File: src/rtl/tmr_pkg.sv
// Package: shared register addresses, control word layout and the
// prescale decode for the period-match timer.
// Assumes an 8-bit data bus and a 2-bit register address.
package tmr_pkg;

    localparam int DATA_W  = 8;
    localparam int ADDR_W  = 2;
    localparam int PSC_W   = 2;
    localparam int POST_W  = 4;
    localparam int PRE_W   = 4;
    localparam int CTRL_W  = 1 + PSC_W + POST_W;

    typedef enum logic [ADDR_W-1:0] {
        SEL_COUNT  = 2'd0,
        SEL_PERIOD = 2'd1,
        SEL_CTRL   = 2'd2,
        SEL_NONE   = 2'd3
    } reg_sel_e;

    // Control word: post code [6:3], prescale code [2:1], run [0]
    typedef struct packed {
        logic [POST_W-1:0] post;
        logic [PSC_W-1:0]  psc;
        logic              run;
    } ctrl_t;

    // Last prescaler state before a step: divide 1, 4 or 16
    function automatic logic [PRE_W-1:0] psc_last(input logic [PSC_W-1:0] code);
        logic [PRE_W-1:0] r;
        unique case (code)
            2'b00:   r = PRE_W'(0);
            2'b01:   r = PRE_W'(3);
            default: r = PRE_W'(15);
        endcase
        return r;
    endfunction

endpackage

File: src/rtl/tmr_prescale.sv
// Prescaler: divides qualified ticks by 1, 4 or 16 and emits a step
// on the last tick of each group. Assumes clr and tick come from the
// same clock domain; clr wins over tick and suppresses the step.
module tmr_prescale
    import tmr_pkg::*;
#(
    parameter int PW = PRE_W
) (
    input  logic             clk,
    input  logic             rst_n,
    input  logic             clr,
    input  logic             tick,
    input  logic [PSC_W-1:0] code,
    output logic             step
);

    logic [PW-1:0] acc_q;
    logic [PW-1:0] last;
    logic          at_last;

    assign last    = PW'(psc_last(code));
    assign at_last = (acc_q >= last);
    assign step    = tick & at_last & ~clr;

    // Tick accumulator: restarts on clear or after the last tick of a group
    always_ff @(posedge clk) begin
        if (!rst_n) begin
            acc_q <= '0;
        end else if (clr) begin
            acc_q <= '0;
        end else if (tick) begin
            acc_q <= at_last ? '0 : acc_q + 1'b1;
        end
    end

endmodule

File: src/rtl/tmr_postscale.sv
// Postscaler: counts match events and fires on every (code+1)th one.
// Assumes code is stable between clears; >= keeps it safe if not.
module tmr_postscale
    import tmr_pkg::*;
#(
    parameter int QW = POST_W
) (
    input  logic          clk,
    input  logic          rst_n,
    input  logic          clr,
    input  logic          evt,
    input  logic [QW-1:0] code,
    output logic          fire
);

    logic [QW-1:0] cnt_q;
    logic          full;

    assign full = (cnt_q >= code);
    assign fire = evt & full & ~clr;

    // Event counter: restarts on clear or after firing
    always_ff @(posedge clk) begin
        if (!rst_n) begin
            cnt_q <= '0;
        end else if (clr) begin
            cnt_q <= '0;
        end else if (evt) begin
            cnt_q <= full ? '0 : cnt_q + 1'b1;
        end
    end

endmodule

File: src/rtl/tmr_period_counter.sv
// Period counter: steps up by one, clears when a step finds the count
// equal to the period, and loads from the bus with top priority.
// Assumes step is already forced low in a load cycle by the caller.
module tmr_period_counter #(
    parameter int W = 8
) (
    input  logic         clk,
    input  logic         rst_n,
    input  logic         load,
    input  logic [W-1:0] load_val,
    input  logic         step,
    input  logic [W-1:0] period,
    output logic [W-1:0] count,
    output logic         hit
);

    logic [W-1:0] count_q;

    assign count = count_q;
    assign hit   = step & (count_q == period);

    // Count register: load, compare-clear, or increment (wraps at max)
    always_ff @(posedge clk) begin
        if (!rst_n) begin
            count_q <= '0;
        end else if (load) begin
            count_q <= load_val;
        end else if (hit) begin
            count_q <= '0;
        end else if (step) begin
            count_q <= count_q + 1'b1;
        end
    end

endmodule

File: src/rtl/period_timer.sv
// Top: register bus, control decode, scalers, counter, match pulse
// and interrupt flag of the period-match timer.
// Assumes single-cycle bus writes and a synchronous tick qualifier.
module period_timer
    import tmr_pkg::*;
(
    input  logic              clk,
    input  logic              rst_n,
    input  logic              tick_in,
    input  logic              bus_wr,
    input  logic [ADDR_W-1:0] bus_addr,
    input  logic [DATA_W-1:0] bus_wdata,
    output logic [DATA_W-1:0] bus_rdata,
    input  logic              irq_en,
    input  logic              flag_clr,
    output logic              match_tick,
    output logic              irq_flag,
    output logic              irq
);

    localparam logic [DATA_W-1:0] PERIOD_RST = {DATA_W{1'b1}};

    ctrl_t             ctrl_q;
    logic [DATA_W-1:0] period_q;
    logic [DATA_W-1:0] count_q;
    logic              wr_count;
    logic              wr_period;
    logic              wr_ctrl;
    logic              scl_clr;
    logic              step;
    logic              hit;
    logic              fire;
    logic              match_q;
    logic              flag_q;

    assign wr_count  = bus_wr & (bus_addr == SEL_COUNT);
    assign wr_period = bus_wr & (bus_addr == SEL_PERIOD);
    assign wr_ctrl   = bus_wr & (bus_addr == SEL_CTRL);
    assign scl_clr   = wr_count | wr_ctrl;

    // Control and period registers written from the bus
    always_ff @(posedge clk) begin
        if (!rst_n) begin
            ctrl_q   <= '0;
            period_q <= PERIOD_RST;
        end else begin
            if (wr_ctrl)   ctrl_q   <= ctrl_t'(bus_wdata[CTRL_W-1:0]);
            if (wr_period) period_q <= bus_wdata;
        end
    end

    tmr_prescale #(.PW(PRE_W)) u_pre (
        .clk   (clk),
        .rst_n (rst_n),
        .clr   (scl_clr),
        .tick  (tick_in & ctrl_q.run),
        .code  (ctrl_q.psc),
        .step  (step)
    );

    tmr_period_counter #(.W(DATA_W)) u_cnt (
        .clk      (clk),
        .rst_n    (rst_n),
        .load     (wr_count),
        .load_val (bus_wdata),
        .step     (step),
        .period   (period_q),
        .count    (count_q),
        .hit      (hit)
    );

    tmr_postscale #(.QW(POST_W)) u_post (
        .clk   (clk),
        .rst_n (rst_n),
        .clr   (scl_clr),
        .evt   (hit),
        .code  (ctrl_q.post),
        .fire  (fire)
    );

    // Match pulse register and sticky flag (set wins over clear)
    always_ff @(posedge clk) begin
        if (!rst_n) begin
            match_q <= 1'b0;
            flag_q  <= 1'b0;
        end else begin
            match_q <= hit;
            if (fire)          flag_q <= 1'b1;
            else if (flag_clr) flag_q <= 1'b0;
        end
    end

    assign match_tick = match_q;
    assign irq_flag   = flag_q;
    assign irq        = flag_q & irq_en;

    // Read mux for the three registers
    always_comb begin
        unique case (bus_addr)
            SEL_COUNT:  bus_rdata = count_q;
            SEL_PERIOD: bus_rdata = period_q;
            SEL_CTRL:   bus_rdata = DATA_W'(ctrl_q);
            default:    bus_rdata = '0;
        endcase
    end

endmodule

File: config.mk
export PLATFORM = sky130hd
export DESIGN_NAME = period_timer
export DESIGN_NICKNAME = d
export VERILOG_FILES = /design/src/rtl/tmr_pkg.sv /design/src/rtl/tmr_prescale.sv /design/src/rtl/tmr_postscale.sv /design/src/rtl/tmr_period_counter.sv /design/src/rtl/period_timer.sv
export SDC_FILE = /design/constraint.sdc
export NUM_CORES = 1
export LEC_CHECK = 0
export BUFFER_PORTS_ARGS = -buffer_cell sky130_fd_sc_hd__clkbuf_2
export CORE_ASPECT_RATIO = 1.5
export CORE_MARGIN = 4
export CORE_UTILIZATION = 35
export CTS_CLUSTER_SIZE = 30
export DETAILED_ROUTE_END_ITERATION = 10
export PLACE_DENSITY_LB_ADDON = 0.12
export SLEW_MARGIN = 5
export SYNTH_ARGS = -nofsm -noshare
export SYNTH_HDL_FRONTEND = slang
export SYNTH_SLANG_ARGS = --single-unit
File: constraint.sdc
create_clock -name clk -period 6.3 [get_ports clk]
set_clock_uncertainty 0.2 [all_clocks]
set_input_delay 0.945 -clock clk [delete_from_list [all_inputs] [get_ports clk]]
set_output_delay 0.945 -clock clk [all_outputs]
set_load 0.05 [all_outputs]
After elaboration in Yosys (flattened, before gate mapping)
Index checks and enable logic that the tools add are counted.

Reduce and logical (&&, ||, !) cells: 5. Bitwise gates (word level): 13. Order comparisons: 2. Add/subtract/negate cells: 3. Muxes and demuxes: 9. Equal/unequal tests: 4.

Operator list (number): 2-to-1 mux 8 bit (3); case mux 8 bit (3 select lines) (1); AND 1 bit (10); adder 4 x 1 -> 4 bit (second input constant) (2); adder 8 x 1 -> 8 bit (second input constant) (1); equality test 8 bit (1); greater-or-equal comparator 4 bit (2); 2-to-1 mux 4 bit (2); case mux 4 bit (2 select lines) (1); equality test 2 x 1 -> 1 bit (second input constant) (2); logical NOT 2 bit (2); nonzero test 3 bit (1); equality test 2 bit (second input constant) (1); 2-to-1 mux 1 bit (2); NOT 1 bit (2); nonzero test 2 bit (1); OR reduction 2 bit (1); bitwise OR 1 bit (1).

Register bits after elaboration: 33. Logic and storage cells: 45.

Logic depth before layout (Yosys ltp)
Depth in word-level cells: 9. Mapped depth: 9. Gate-level depth less buffers: 7.

Hierarchy
A second synthesis with hierarchy kept.

Cell total of the unflattened synthesis: 257. Area total of the unflattened synthesis: 2260.9 um^2.

Modules (own cells, without submodules): period_timer (cells each 98, area each 897.1 um^2, times used 1); tmr_period_counter (cells each 87, area each 714.4 um^2, times used 1); tmr_prescale (cells each 36, area each 331.6 um^2, times used 1); tmr_postscale (cells each 36, area each 317.8 um^2, times used 1).

Worst setup path after synthesis
No wires, ideal clock.

Path type: input to output. Start point: input port bus_addr[0]. End point: output port bus_rdata[0]. Data arrival time: 2.567 ns. Path slack: 2.588 ns. Cell stages on the path: 3. Buffers on the path: 1. Cells stage by stage: buf_1 > mux2i_1 > o21ai_0.

Cells in the longest elaborated chain, start to end: 2.

RTL lines: start: declaration (RTL line period_timer.sv:11) `input logic [ADDR_W-1:0] bus_addr,`; equality test 2 bit, or another cell as far along (RTL line period_timer.sv:99) `unique case (bus_addr)`; case mux 8 bit (3 select lines) * (RTL line period_timer.sv:99); end: declaration (RTL line period_timer.sv:13) `output logic [DATA_W-1:0] bus_rdata,`.

Mark *: on every way between the ends. The rest lies on a longest branch, timed or not.

Final worst setup path
Ends and elaborated chain as after synthesis.

==> metrics <==
Clk pin slew, worst setup/hold paths=0.08 ns; I/O pin count=27; wire per inst=~16 µm; Synth cell types=42; period utilization=52.6%; Worst R2R Start=u_cnt.count[1]; CTS HTree Levels=2; Final min period=between 3 and 4 ns; hold path start=irq_flag; Net Sw Power=~0.14 mW; Syn Area/Cell=7.78 µm²; outcome=finished clean; M1 GR Usage=20.6%; busiest grt layer=met2; GRT Total Usage=17.2%; kind of critical path=in -> out; Final setup viols=0; MaxCap Viol Count=0; Hold Path Class=reg -> reg; vias per inst=5.27; total gr overflow=0; worst-margin pin slew=0.853 ns; fin nets=299; clk root buf=clkbuf_8; asr flop ratio synth=0%; clk sink count=33; Ys Warns=0; CTS Buf Count=5; GR Util met3=2.71%; Int Power=between 0.3 and 0.4 mW; WHS Endpoint=irq_flag; fmax=0.302 GHz; sequential fraction of design power=44.0%; DRC errors left=0; CP startpoint kind=input pin; Sw Share=28.0%; Worst EP arrival=2.17 ns; Final Hold Vio Count=0; number of global-route vias before repair=1,745; Min Hold Slack=0.294 ns; TritonCTS clock tree=done; Synth area leader=dfxtp_1; unrepaired setup endpoints after global routing=false; area of the die=0.00684 mm²; largest net degree at the start of global routing=17; postcts setup bufs=0; ant diodes=0; Post-synth EDFFs=0; CORE AREA=0.00541 mm²; top-area cell type share of the netlist area=approximately a third; LEAKAGE=0.872 nW; Worst Hold Path Cells=2; Synth Register Bits=33; RR Endpoint=u_post.cnt_q[1]; Routability Congestion=0.775; Slew Viols, Final=0; layout cells sized above 1=between 10% and 20%; M2 GR Usage=28.4%; Syn Nets=277; row cnt=33; chip width=about 69 µm; Initial DRT Pass Iterations=4; Initial Utilization=35.9%; Combinational Power Share=~15%; Worst Setup End Kind=output port; CTS hold repair buffers=0; 1st-iter DRT viols=95; Resized cells post-CTS=0; Seq/Total Area, Yosys=between 30 and 40%; Slew HR=42.7%; Bufs on Longest Clock Path=2; Commonest cells post-synth=nand2_1, dfxtp_1, nor2_1, o21ai_0, a21oi_1; Final TNS setup=0 ns; CP max FO=14; Syn-to-layout area delta=14.9%; DIE HEIGHT=99.3 µm; Power Dens Cells=230 mW/mm²; synthesized area=0.00194 mm²; I/O Buffers=26; ys flop type=dfxtp_1; global-route wire length before repair=slightly below 9000 µm; placed wire-length estimate=4220 µm; number of nets with antenna violations after routing=0; CP required=5.15 ns; vias=1,809; worst skew pair latency=0.29 ns; top-count cell post-synth=nand2_1; initial antenna violation count=0; worst r2r path cells=5; Clk pwr share=41.4%; top post-synthesis cells by area=dfxtp_1, nand2_1, ha_1; cells after synthesis=250; final wirelength=5460 µm; peak supply drop=115 µV; reg2reg setup slack=3.45 ns
metal layers:
layer  vias up  routed length [µm]
met5         -                   0
met4         0                 259
met3        14                 184
met2        42                2700
met1       826                2310
li1        927                   -
kinds of logic (layout without fill, tap and decap cells):
logic type | Yosys count | after routing | share of synthesized area [%]
mux | 8 | 8 | 4.12
flops | 33 | 33 | 34.0
xor+xnor | 11 | 11 | 4.96
buf+inv | 21 | 44 | 4.18
fa+ha+maj | 11 | 11 | 7.08
compound gates | 55 | 55 | 18.1
simple gates | 111 | 111 | 27.6
worst max path at each step:
stage | start | to | slack (ns)
global placement | bus_addr[0] | bus_rdata[0] | 2.99
finish | bus_addr[0] | bus_rdata[0] | 2.99
CTS | bus_addr[0] | bus_rdata[0] | 2.97
floorplan | bus_addr[0] | bus_rdata[0] | 2.59
detailed placement | bus_addr[0] | bus_rdata[0] | 2.97
global route | bus_addr[0] | bus_rdata[3] | 2.88
critical path: stages:
cell      delay (ns)
clkbuf_2        0.24
nor2b_1         0.44
nand2_1         0.09
o21ai_0         0.12
clkbuf_2        0.33
per-stage QoR:
step | instance area, µm² | cells | power, mW | util [%] | worst slack, ns
floorplan | 1940 | 250 | 0.282 | - | 2.59
global placement | 2120 | 335 | 0.306 | 39.2 | 2.99
detailed placement | 2120 | 335 | 0.306 | 39.2 | 2.97
CTS | 2230 | 343 | 0.519 | 41.3 | 2.97
global route | 2230 | 343 | 0.535 | 41.3 | 2.88
finish | 2230 | 343 | 0.514 | 41.3 | 2.99
layout by cell type (no fill, tap or decap), types with 3 or more instances in the layout:
master,n
a21oi_1,19
clkbuf_8,6
o21ai_0,20
and2_1,3
nor4_1,3
clkbuf_2,26
or3_1,3
nand2_1,39
nor3_1,8
xor2_1,9
mux2i_1,8
nand3_1,17
dfxtp_1,33
nand2b_1,3
ha_1,11
nor2_1,20
inv_1,10
power groups by stage:
stage          clock network (mW)  logic [mW]  registers, mW
2_1_floorplan                   0      0.0542          0.228
3_3_place_gp                    0      0.0750          0.231
3_5_place_dp                    0      0.0752          0.231
4_1_cts                     0.217      0.0757          0.226
5_1_grt                     0.226      0.0823          0.227
6_report                    0.213      0.0752          0.226
layout make-up:
type / count / area (µm²)
flip-flops and latches: 33 / 661
well taps: 70 / 87.6
inverters: 10 / 37.5
multi-input cells: 196 / 1200
repair buffers: 26 / 130
clock inverters: 1 / 30.0
fillers: 583 / 3170
clock buffers: 7 / 86.3
flip-flops by register name, summed over array words and instances (netlist names):
register / count
period_q: 8
match_tick: 1
u_post.cnt_q: 4
u_cnt.count: 8
irq_flag: 1
u_pre.acc_q: 4
ctrl_q: 7
Note: power is estimated with default switching activity, not from simulation.
